==> src/rtl/esq_pkg.sv <==
package esq_pkg;
  typedef enum logic [1:0] {
    ST_IDLE = 2'd0,
    ST_ACT  = 2'd1,
    ST_GAP  = 2'd2
  } esq_state_e;
endpackage

==> src/rtl/esq_timer.sv <==
module esq_timer
  import esq_pkg::*;
#(
  parameter int CSW = 2,
  parameter int WSW = 4
) (
  input  logic           clk,
  input  logic           rst,
  input  logic           req,
  input  logic           wr,
  input  logic [CSW-1:0] cs,
  input  logic [WSW-1:0] wait_states,
  input  logic           mode_early,
  output logic           ack,
  output logic           step,
  output logic           fin
);
  localparam int CW = WSW + 1;

  esq_state_e     state;
  logic [CW-1:0]  cnt;
  logic           cur_rd;
  logic           cur_early;
  logic [CSW-1:0] cur_cs;
  logic           gap_cnt;
  logic           cont_ok;

  assign fin     = (state == ST_ACT) && (cnt == '0);
  assign step    = (state == ST_ACT) && (cnt != '0);
  assign cont_ok = fin && cur_early && cur_rd && !wr && (cs == cur_cs);
  assign ack     = req && ((state == ST_IDLE) || cont_ok);

  always_ff @(posedge clk) begin
    if (rst) begin
      state     <= ST_IDLE;
      cnt       <= '0;
      cur_rd    <= 1'b0;
      cur_early <= 1'b0;
      cur_cs    <= '0;
      gap_cnt   <= 1'b0;
    end else if (ack) begin
      state     <= ST_ACT;
      cnt       <= {wait_states, 1'b1};
      cur_rd    <= !wr;
      cur_early <= mode_early;
      cur_cs    <= cs;
    end else begin
      case (state)
        ST_ACT: begin
          if (cnt != '0) begin
            cnt <= cnt - 1'b1;
          end else if (cur_early && cur_rd) begin
            state   <= ST_GAP;
            gap_cnt <= 1'b1;
          end else begin
            state <= ST_IDLE;
          end
        end
        ST_GAP: begin
          if (gap_cnt) gap_cnt <= 1'b0;
          else         state   <= ST_IDLE;
        end
        default: state <= ST_IDLE;
      endcase
    end
  end

  // a quiet period is only entered from an early read
  p_gap_after_early_rd_r10: assert property (@(posedge clk) disable iff (rst)
    (state == ST_ACT && $past(state) != ST_GAP && !ack && cnt == '0 && !(cur_early && cur_rd))
      |=> state == ST_IDLE);
endmodule

==> src/rtl/esq_drive.sv <==
module esq_drive #(
  parameter int AW  = 16,
  parameter int DW  = 16,
  parameter int NCS = 4,
  parameter int CSW = 2
) (
  input  logic           clk,
  input  logic           rst,
  input  logic           start,
  input  logic           step,
  input  logic           fin,
  input  logic           wr,
  input  logic [CSW-1:0] cs,
  input  logic [AW-1:0]  addr,
  input  logic [DW-1:0]  wdata,
  input  logic           mode_early,
  input  logic [DW-1:0]  bus_din,
  output logic [NCS-1:0] ncs_q,
  output logic [AW-1:0]  addr_q,
  output logic           rd_q,
  output logic           oe_q,
  output logic           we_q,
  output logic [DW-1:0]  dout_q,
  output logic           den_q,
  output logic [DW-1:0]  rdata_q,
  output logic           done_q
);
  logic [NCS-1:0] sel_n;
  logic           cur_rd_q;
  logic           cur_early_q;

  for (genvar g = 0; g < NCS; g++) begin : g_dec
    assign sel_n[g] = (cs != CSW'(g));
  end

  always_ff @(posedge clk) begin
    if (rst) begin
      ncs_q       <= '1;
      addr_q      <= '0;
      rd_q        <= 1'b1;
      oe_q        <= 1'b1;
      we_q        <= 1'b1;
      dout_q      <= '0;
      den_q       <= 1'b0;
      rdata_q     <= '0;
      done_q      <= 1'b0;
      cur_rd_q    <= 1'b0;
      cur_early_q <= 1'b0;
    end else begin
      done_q <= fin;
      if (fin && cur_rd_q) rdata_q <= bus_din;
      if (start) begin
        ncs_q       <= sel_n;
        addr_q      <= addr;
        dout_q      <= wdata;
        den_q       <= wr;
        we_q        <= 1'b1;
        rd_q        <= !(!wr && mode_early);
        oe_q        <= !(!wr && mode_early);
        cur_rd_q    <= !wr;
        cur_early_q <= mode_early;
      end else if (step) begin
        rd_q <= !cur_rd_q;
        oe_q <= !cur_rd_q;
        we_q <= cur_rd_q;
      end else if (fin) begin
        ncs_q <= '1;
        rd_q  <= 1'b1;
        oe_q  <= 1'b1;
        we_q  <= 1'b1;
        den_q <= 1'b0;
      end
    end
  end

  p_cs_onehot_r3: assert property (@(posedge clk) disable iff (rst)
    $onehot0(~ncs_q));
  p_strobe_needs_cs_r3: assert property (@(posedge clk) disable iff (rst)
    (!rd_q || !we_q) |-> (ncs_q != '1));
  p_strobe_excl_r6: assert property (@(posedge clk) disable iff (rst)
    !(!rd_q && !we_q));
  p_std_rd_delay_r4: assert property (@(posedge clk) disable iff (rst)
    ($fell(rd_q) && !cur_early_q) |-> ($stable(ncs_q) && $stable(addr_q)));
  p_we_delay_r6: assert property (@(posedge clk) disable iff (rst)
    $fell(we_q) |-> ($stable(ncs_q) && $stable(addr_q)));
  p_done_pulse_r8: assert property (@(posedge clk) disable iff (rst)
    done_q |=> !done_q);
endmodule

==> src/rtl/ext_strobe_seq.sv <==
module ext_strobe_seq #(
  parameter int AW  = 16,
  parameter int DW  = 16,
  parameter int NCS = 4,
  parameter int WSW = 4,
  localparam int CSW = (NCS > 1) ? $clog2(NCS) : 1
) (
  input  logic           clk,
  input  logic           rst,
  input  logic           cfg_we,
  input  logic           cfg_early,
  input  logic           req,
  input  logic           wr,
  input  logic [CSW-1:0] cs,
  input  logic [AW-1:0]  addr,
  input  logic [DW-1:0]  wdata,
  input  logic [WSW-1:0] wait_states,
  output logic           ack,
  output logic           done,
  output logic [DW-1:0]  rdata,
  output logic [NCS-1:0] bus_ncs_n,
  output logic [AW-1:0]  bus_addr,
  output logic           bus_rd_n,
  output logic           bus_oe_n,
  output logic           bus_we_n,
  output logic [DW-1:0]  bus_dout,
  output logic           bus_dout_en,
  input  logic [DW-1:0]  bus_din
);
  logic mode_early;
  logic step;
  logic fin;

  always_ff @(posedge clk) begin
    if (rst)         mode_early <= 1'b0;
    else if (cfg_we) mode_early <= cfg_early;
  end

  esq_timer #(.CSW(CSW), .WSW(WSW)) u_timer (
    .clk(clk), .rst(rst), .req(req), .wr(wr), .cs(cs),
    .wait_states(wait_states), .mode_early(mode_early),
    .ack(ack), .step(step), .fin(fin)
  );

  esq_drive #(.AW(AW), .DW(DW), .NCS(NCS), .CSW(CSW)) u_drive (
    .clk(clk), .rst(rst), .start(ack), .step(step), .fin(fin),
    .wr(wr), .cs(cs), .addr(addr), .wdata(wdata), .mode_early(mode_early),
    .bus_din(bus_din),
    .ncs_q(bus_ncs_n), .addr_q(bus_addr), .rd_q(bus_rd_n), .oe_q(bus_oe_n),
    .we_q(bus_we_n), .dout_q(bus_dout), .den_q(bus_dout_en),
    .rdata_q(rdata), .done_q(done)
  );

  // output enable tracks the read strobe
  p_oe_follows_rd_r7: assert property (@(posedge clk) disable iff (rst)
    bus_oe_n == bus_rd_n);
endmodule

==> config.mk <==
export PLATFORM = sky130hd
export DESIGN_NAME = ext_strobe_seq
export DESIGN_NICKNAME = d
export VERILOG_FILES = /design/src/rtl/esq_pkg.sv /design/src/rtl/esq_timer.sv /design/src/rtl/esq_drive.sv /design/src/rtl/ext_strobe_seq.sv
export SDC_FILE = /design/constraint.sdc
export NUM_CORES = 1
export LEC_CHECK = 0
export ABC_AREA = 1
export BUFFER_PORTS_ARGS = -buffer_cell sky130_fd_sc_hd__buf_4
export CAP_MARGIN = 20
export CORE_ASPECT_RATIO = 1.2
export CORE_MARGIN = 2
export CORE_UTILIZATION = 47
export DETAILED_ROUTE_END_ITERATION = 7
export PLACE_DENSITY = 0.79
export SETUP_SLACK_MARGIN = 0.1
export SLEW_MARGIN = 30
export SYNTH_ARGS = -nofsm -noshare
export SYNTH_HDL_FRONTEND = slang
export SYNTH_HIERARCHICAL = 1
export SYNTH_SLANG_ARGS = --single-unit
export TNS_END_PERCENT = 100
==> constraint.sdc <==
create_clock -name clk -period 2.2 [get_ports clk]
set_input_delay 0.22 -clock clk [delete_from_list [all_inputs] [get_ports clk]]
set_output_delay 0.22 -clock clk [all_outputs]
set_load 0.05 [all_outputs]
# After elaboration in Yosys (flattened, before gate mapping)
# Index checks and enable logic that the tools add are counted.
word_totals:
  register_bits: 69
  elab_cells: 81
  input_bits: 60
op_classes:
  muxes: 21
  addsub: 1
  n_bitwise: 1
  eq_ne: 12
  reduce_logical: 30
ops:
  columns: ["op", "n"]
  rows:
  - ["5-bit 2-to-1 mux", 3]
  - ["4-bit 2-to-1 mux", 3]
  - ["2-bit inequality test, second input constant", 6]
  - ["2-bit nonzero test", 6]
  - ["1-bit logical AND", 10]
  - ["1-bit 2-to-1 mux", 10]
  - ["2-bit AND reduction", 4]
  - ["2-bit 2-to-1 mux", 3]
  - ["3-bit inequality test, second input constant", 2]
  - ["5-bit logical NOT", 1]
  - ["5-bit nonzero test", 1]
  - ["5-bit by 1-bit subtractor with 5-bit output, second input constant", 1]
  - ["2-bit case mux with 2 select lines", 1]
  - ["4-bit AND reduction", 1]
  - ["1-bit logical NOT", 3]
  - ["3-bit nonzero test", 1]
  - ["2-bit by 1-bit == test with 1-bit output, second input constant", 1]
  - ["2-bit == test", 1]
  - ["2-bit == test, second input constant", 1]
  - ["2-bit logical NOT", 1]
  - ["2-bit by 1-bit inequality test with 1-bit output, second input constant", 1]
  - ["1-bit case mux with 2 select lines", 1]
  - ["2-bit OR reduction", 1]
  - ["1-bit logical OR", 1]
  - ["1-bit inverter", 1]

# Depth between registers and ports, before layout
depth:
  depth_word: 10
  mapped_depth: 15
  mapped_depth_nobuf: 14

# Modules after synthesis
# Netlist, hierarchy kept.
modules_own_cells:
  columns: ["module", "instances", "area_each_um2", "cells_per_inst"]
  rows:
  - ["esq_drive", 1, 2070.7, 267]
  - ["esq_timer", 1, 674.4, 93]
  - ["ext_strobe_seq", 1, 45.0, 7]

# Worst setup path after synthesis
# OpenSTA, ideal clock, no wires.
synth_timing:
  path_kind: "register -> register"
  start: "register u_timer.cnt[0]"
  end: "register u_drive.ncs_q[0]"
  path_stages_with_launch: 16
  path_slack_ps: 229
  setup_ps: 113
  t_arrival_ps: 1858
  cell_sequence: "dfxtp_1 -> inv_1 -> ha_1 -> inv_1 -> nor2_1 -> nand3_2 -> nor2_4 -> nand2_2 -> nand2_4 -> nand2_4 -> inv_2 -> buf_4 -> buf_4 -> nand3_1 -> nand2_1 -> nand2_1"
synth_between:
  elab_chain_len: 10
  elab_cells_between_ends: 14
  classes_between: "eq/ne (1); mux (1); reduce/logical (12)"
synth_rtl:
  columns: ["item", "line", "text"]
  rows:
  - ["from (decl)", "esq_timer.sv:21", "logic [CW-1:0] cnt;"]
  - ["from (signal assigned)", "esq_timer.sv:43", "cnt <= {wait_states, 1'b1};"]
  - ["from (signal assigned)", "esq_timer.sv:51", "cnt <= cnt - 1'b1;"]
  - ["5-bit logical NOT *", "esq_timer.sv:28", "assign fin = (state == ST_ACT) && (cnt == '0);"]
  - ["1-bit logical AND *", "esq_timer.sv:28", null]
  - ["1-bit logical AND * (4 in series)", "esq_timer.sv:30", "assign cont_ok = fin && cur_early && cur_rd && !wr && (cs == cur_cs);"]
  - ["1-bit logical OR *", "esq_timer.sv:31", "assign ack = req && ((state == ST_IDLE) || cont_ok);"]
  - ["1-bit logical AND *", "esq_timer.sv:31", null]
  - ["via ack", "ext_strobe_seq.sv:18", "output logic ack,"]
  - ["2-bit inequality test (no source line) / 2-bit nonzero test (equally long branches)", null, null]
  - ["2-bit AND reduction (no source line)", null, null]
  - ["to (signal assigned)", "esq_drive.sv:53", "ncs_q <= sel_n;"]
  - ["to (decl)", "esq_drive.sv:18", "output logic [NCS-1:0] ncs_q,"]
# Mark *: on every way through the listed nets, which the timed path passes. The rest lies on a longest branch.
# A chain may end at the register's enable or synchronous reset.

# Final worst setup path
layout_timing:
  start: "register u_timer.cnt[0]"
  end: "output ack"
layout_between:
  elab_chain_len: 8
layout_rtl:
  columns: ["item", "line"]
  rows:
  - ["5-bit logical NOT", "esq_timer.sv:28"]
  - ["1-bit logical AND", "esq_timer.sv:28"]
  - ["1-bit logical AND (4 in series)", "esq_timer.sv:30"]
  - ["1-bit logical OR", "esq_timer.sv:31"]
  - ["1-bit logical AND", "esq_timer.sv:31"]
  - ["to (decl)", "ext_strobe_seq.sv:18"]
# Every way passes these cells.

==> results.ini <==
[drt]
totalWireLength_mm = 7.433
dr_total_vias = 2751
ant_nets = 0
drc = 0
vias_per_cell = 4.784
wl_per_cell_um = 12.93
drt_iter0_markers = 115
dr.pass1.iters = 4

[pwr]
clock_power_share_pct = 30.4
seq_power_share_pct = 43.7
pwr-share-comb_pct = 26.0
p_leak_nw = 1.962
p_sw_share_pct = 33.06
peakVddDrop_uv = 458.7
switchingPower_mw = 1.076
powerDensity_nw_per_um2 = 818.0
internal-power_mw = 2.179

[logic_synthesis]
synthCells = 367
yosysSeqAreaShare_pct = 50.22
synth_common_cells = nor2_1, dfxtp_1, o21ai_0
netlist.area_leader.share_pct = 50.22
syn-num-nets = 429
synth_edf_count = 0
post_synth_num_cell_types = 28
synth_area_leaders = dfxtp_1, nor2_1, o21ai_0
avgSynthCellArea_um2 = 7.603
async_flop_share_pct = 0
netlist_area_um2 = 2790
yosysTopAreaCell = dfxtp_1
ys.flop_type = dfxtp_1
ys_ff_latch = 70
yosys.cell_count.top_type = nor2_1
yosysWarnings = 6

[worst_hold_path]
holdPathEnd = u_drive/addr_q[9]
holdPathStages = 3
hold_start = addr[9]
hp-class = in -> reg

[timing]
maxSlewViolCount = 0
tightest_slew_ps = 268.8
fin_setup_tns_ps = 0
fmax_mhz = 490.0
hold_viol = 0
rsz0062_at_grt = false
fin_crit_sh_pct = 92.76
setup_viol = 0
max_slew_margin_pct = 82.08
clock_skew_ps = 6.569
min_period_ps = 2041

[final_layout]
num-fill-cells = 491
antenna-diode-count = 0
syn_to_final_growth_pct = 42.60
fin_area_um2 = 3979
drive_gt1_share_pct = 34.14
fin_nets = 553

[critical_path]
worstPathRequired_ps = 1980
r2r_end = u_drive/oe_q
r2r_cells = 14
r2r_start = u_timer/cnt[0]
crit_path_end_kind = output port
crit_fanout = 5
cp-start-kind = register
worstPathArrival_ps = 1820
path_class = reg -> out
r2r_slack_ps = 240

[clock_network]
cts_buffers = 9
cts_max_level = 3
postCtsHoldBufs = 0
clockRootBuffer = clkbuf_8
clk_pin_slew_ps = 70
clockBufferDepth = 2
clkLatencyLatePin_ps = 330
cts.sinks = 70
cts_tree = built

[die]
rows = 30
start_util_pct = 48.90
die_y_um = 88.40
ioPinCount = 118
die_area_um2 = 6571
die_w_um = 74.34
core_um2 = 5705

[grt]
gr-total-overflow = 0
antenna_found_initial = 0
grt_util_all_layers_pct = 21.91
grt_start_max_net_pins = 32
grt_first_pass_wirelength_mm = 11.01
grt_pass1_vias = 2522

[place]
port_buffers = 117
dp_hpwl_mm = 5.249
gp_congestion = 0.8233
place_area_um2 = 3690

[run_status]
outcome = finished, final reports clean

[run]
max-cap-violations = 0

-- worst max path at each step --
stage                         from          endpoint  depth (start not counted)
CTS                 u_timer/cnt[0]               ack                         11
floorplan           u_timer/cnt[0]  u_drive/ncs_q[0]                         15
global placement    u_timer/cnt[0]      u_drive/oe_q                         14
finish              u_timer/cnt[0]               ack                         11
global route        u_timer/cnt[0]               ack                         11
detailed placement  u_timer/cnt[0]      u_drive/oe_q                         14
-- layout by cell type, fill, tap and decap left out --
cell / count
nand3_2: 1
nor2_4: 2
inv_8: 1
inv_1: 25
buf_4: 130
a31oi_1: 1
clkbuf_8: 9
nor2_1: 108
xnor2_1: 1
nand2_4: 2
clkinv_4: 1
nand3b_1: 2
nor3_1: 2
dfxtp_2: 2
ha_2: 1
nand2_1: 30
o21ai_2: 1
bufinv_16: 1
clkinvlp_4: 2
o21ai_0: 49
inv_2: 4
o21ai_1: 7
nand2_2: 2
xor2_1: 3
a21oi_1: 12
inv_4: 1
buf_12: 1
ha_1: 1
or2_2: 1
nand3_1: 17
dfxtp_1: 68
clkinv_2: 2
nor2_2: 4
nand2_8: 1
-- power groups by stage --
stage | clock [mW] | combinational, mW | sequential [mW]
after global routing | 1.08 | 0.904 | 1.43
final | 0.988 | 0.845 | 1.42
after global placement | 0 | 0.784 | 1.44
after floorplan | 0 | 0.288 | 1.69
after detailed placement | 0 | 0.798 | 1.45
after CTS | 1.01 | 0.802 | 1.42
-- final cells by class --
| class | count | area [µm²] | area share (%) |
|---|---|---|---|
| Clock inverter | 6 | 63.81 | 1.604 |
| Multi-Input combinational cell | 248 | 1165 | 29.28 |
| Inverter | 31 | 126.4 | 3.176 |
| Tap cell | 80 | 100.1 | 2.516 |
| Sequential cell | 70 | 1404 | 35.28 |
| Timing Repair Buffer | 131 | 996.0 | 25.03 |
| Clock buffer | 9 | 123.9 | 3.113 |
-- sequential cells by signal (all words and copies together), names as in the netlist, 2 cells and up --
register         cells
u_drive/addr_q      16
u_drive/dout_q      16
u_drive/rdata_q     16
u_timer/cnt          5
u_drive/ncs_q        4
u_timer/cur_cs       2
u_timer/state        2
-- critical path, cell delays in order (launching register included) --
cell     delay [ps]
dfxtp_2         340
inv_2            60
ha_2            160
inv_2            40
nor2_4          120
nand3_2         110
nor2_4          160
nand2_2          90
nand2_4         120
nand2_8          80
inv_8            70
buf_12          130
-- per-stage QoR --
stage	std cells	utilization, %	hold WS (ps)	power, mW	worst slack [ps]
floorplan	367	-	291.7	1.975	229.2
global placement	552	64.67	442.2	2.227	327.2
detailed placement	552	64.67	448.5	2.245	200.5
CTS	567	68.07	93.39	3.235	103.6
global route	575	69.74	86.95	3.420	74.16
finish	575	69.74	106.7	3.255	159.3
-- kinds of logic (layout without fill, tap and decap cells) --
family | count (synthesis) | in the layout | synth area share [%]
adders and majority gates | 2 | 2 | 0.8967
AOI/OAI and AO/OA | 70 | 70 | 12.74
buffers and inverters | 49 | 177 | 8.700
and+or+nand+nor | 172 | 172 | 26.19
xor gates and xnor gates | 4 | 4 | 1.256
DFF | 70 | 70 | 50.22
-- layer usage --
layer / GRT usage (%) / up-vias / wire (µm)
met3: 7.403 / 10 / 507
met1: 23.95 / 1245 / 2933
met2: 39.45 / 92 / 3867
met4: 7.305 / 0 / 125
met5: 0 / - / 0
li1: - / 1404 / -
-- timing repair --
action,4_1_cts,5_1_grt
pin swaps,0,4
gates cloned,0,0
buffers inserted,0,8
gates resized for setup,2,14
endpoints found under the setup margin,1,28
Power figures use the tool's default switching activity.
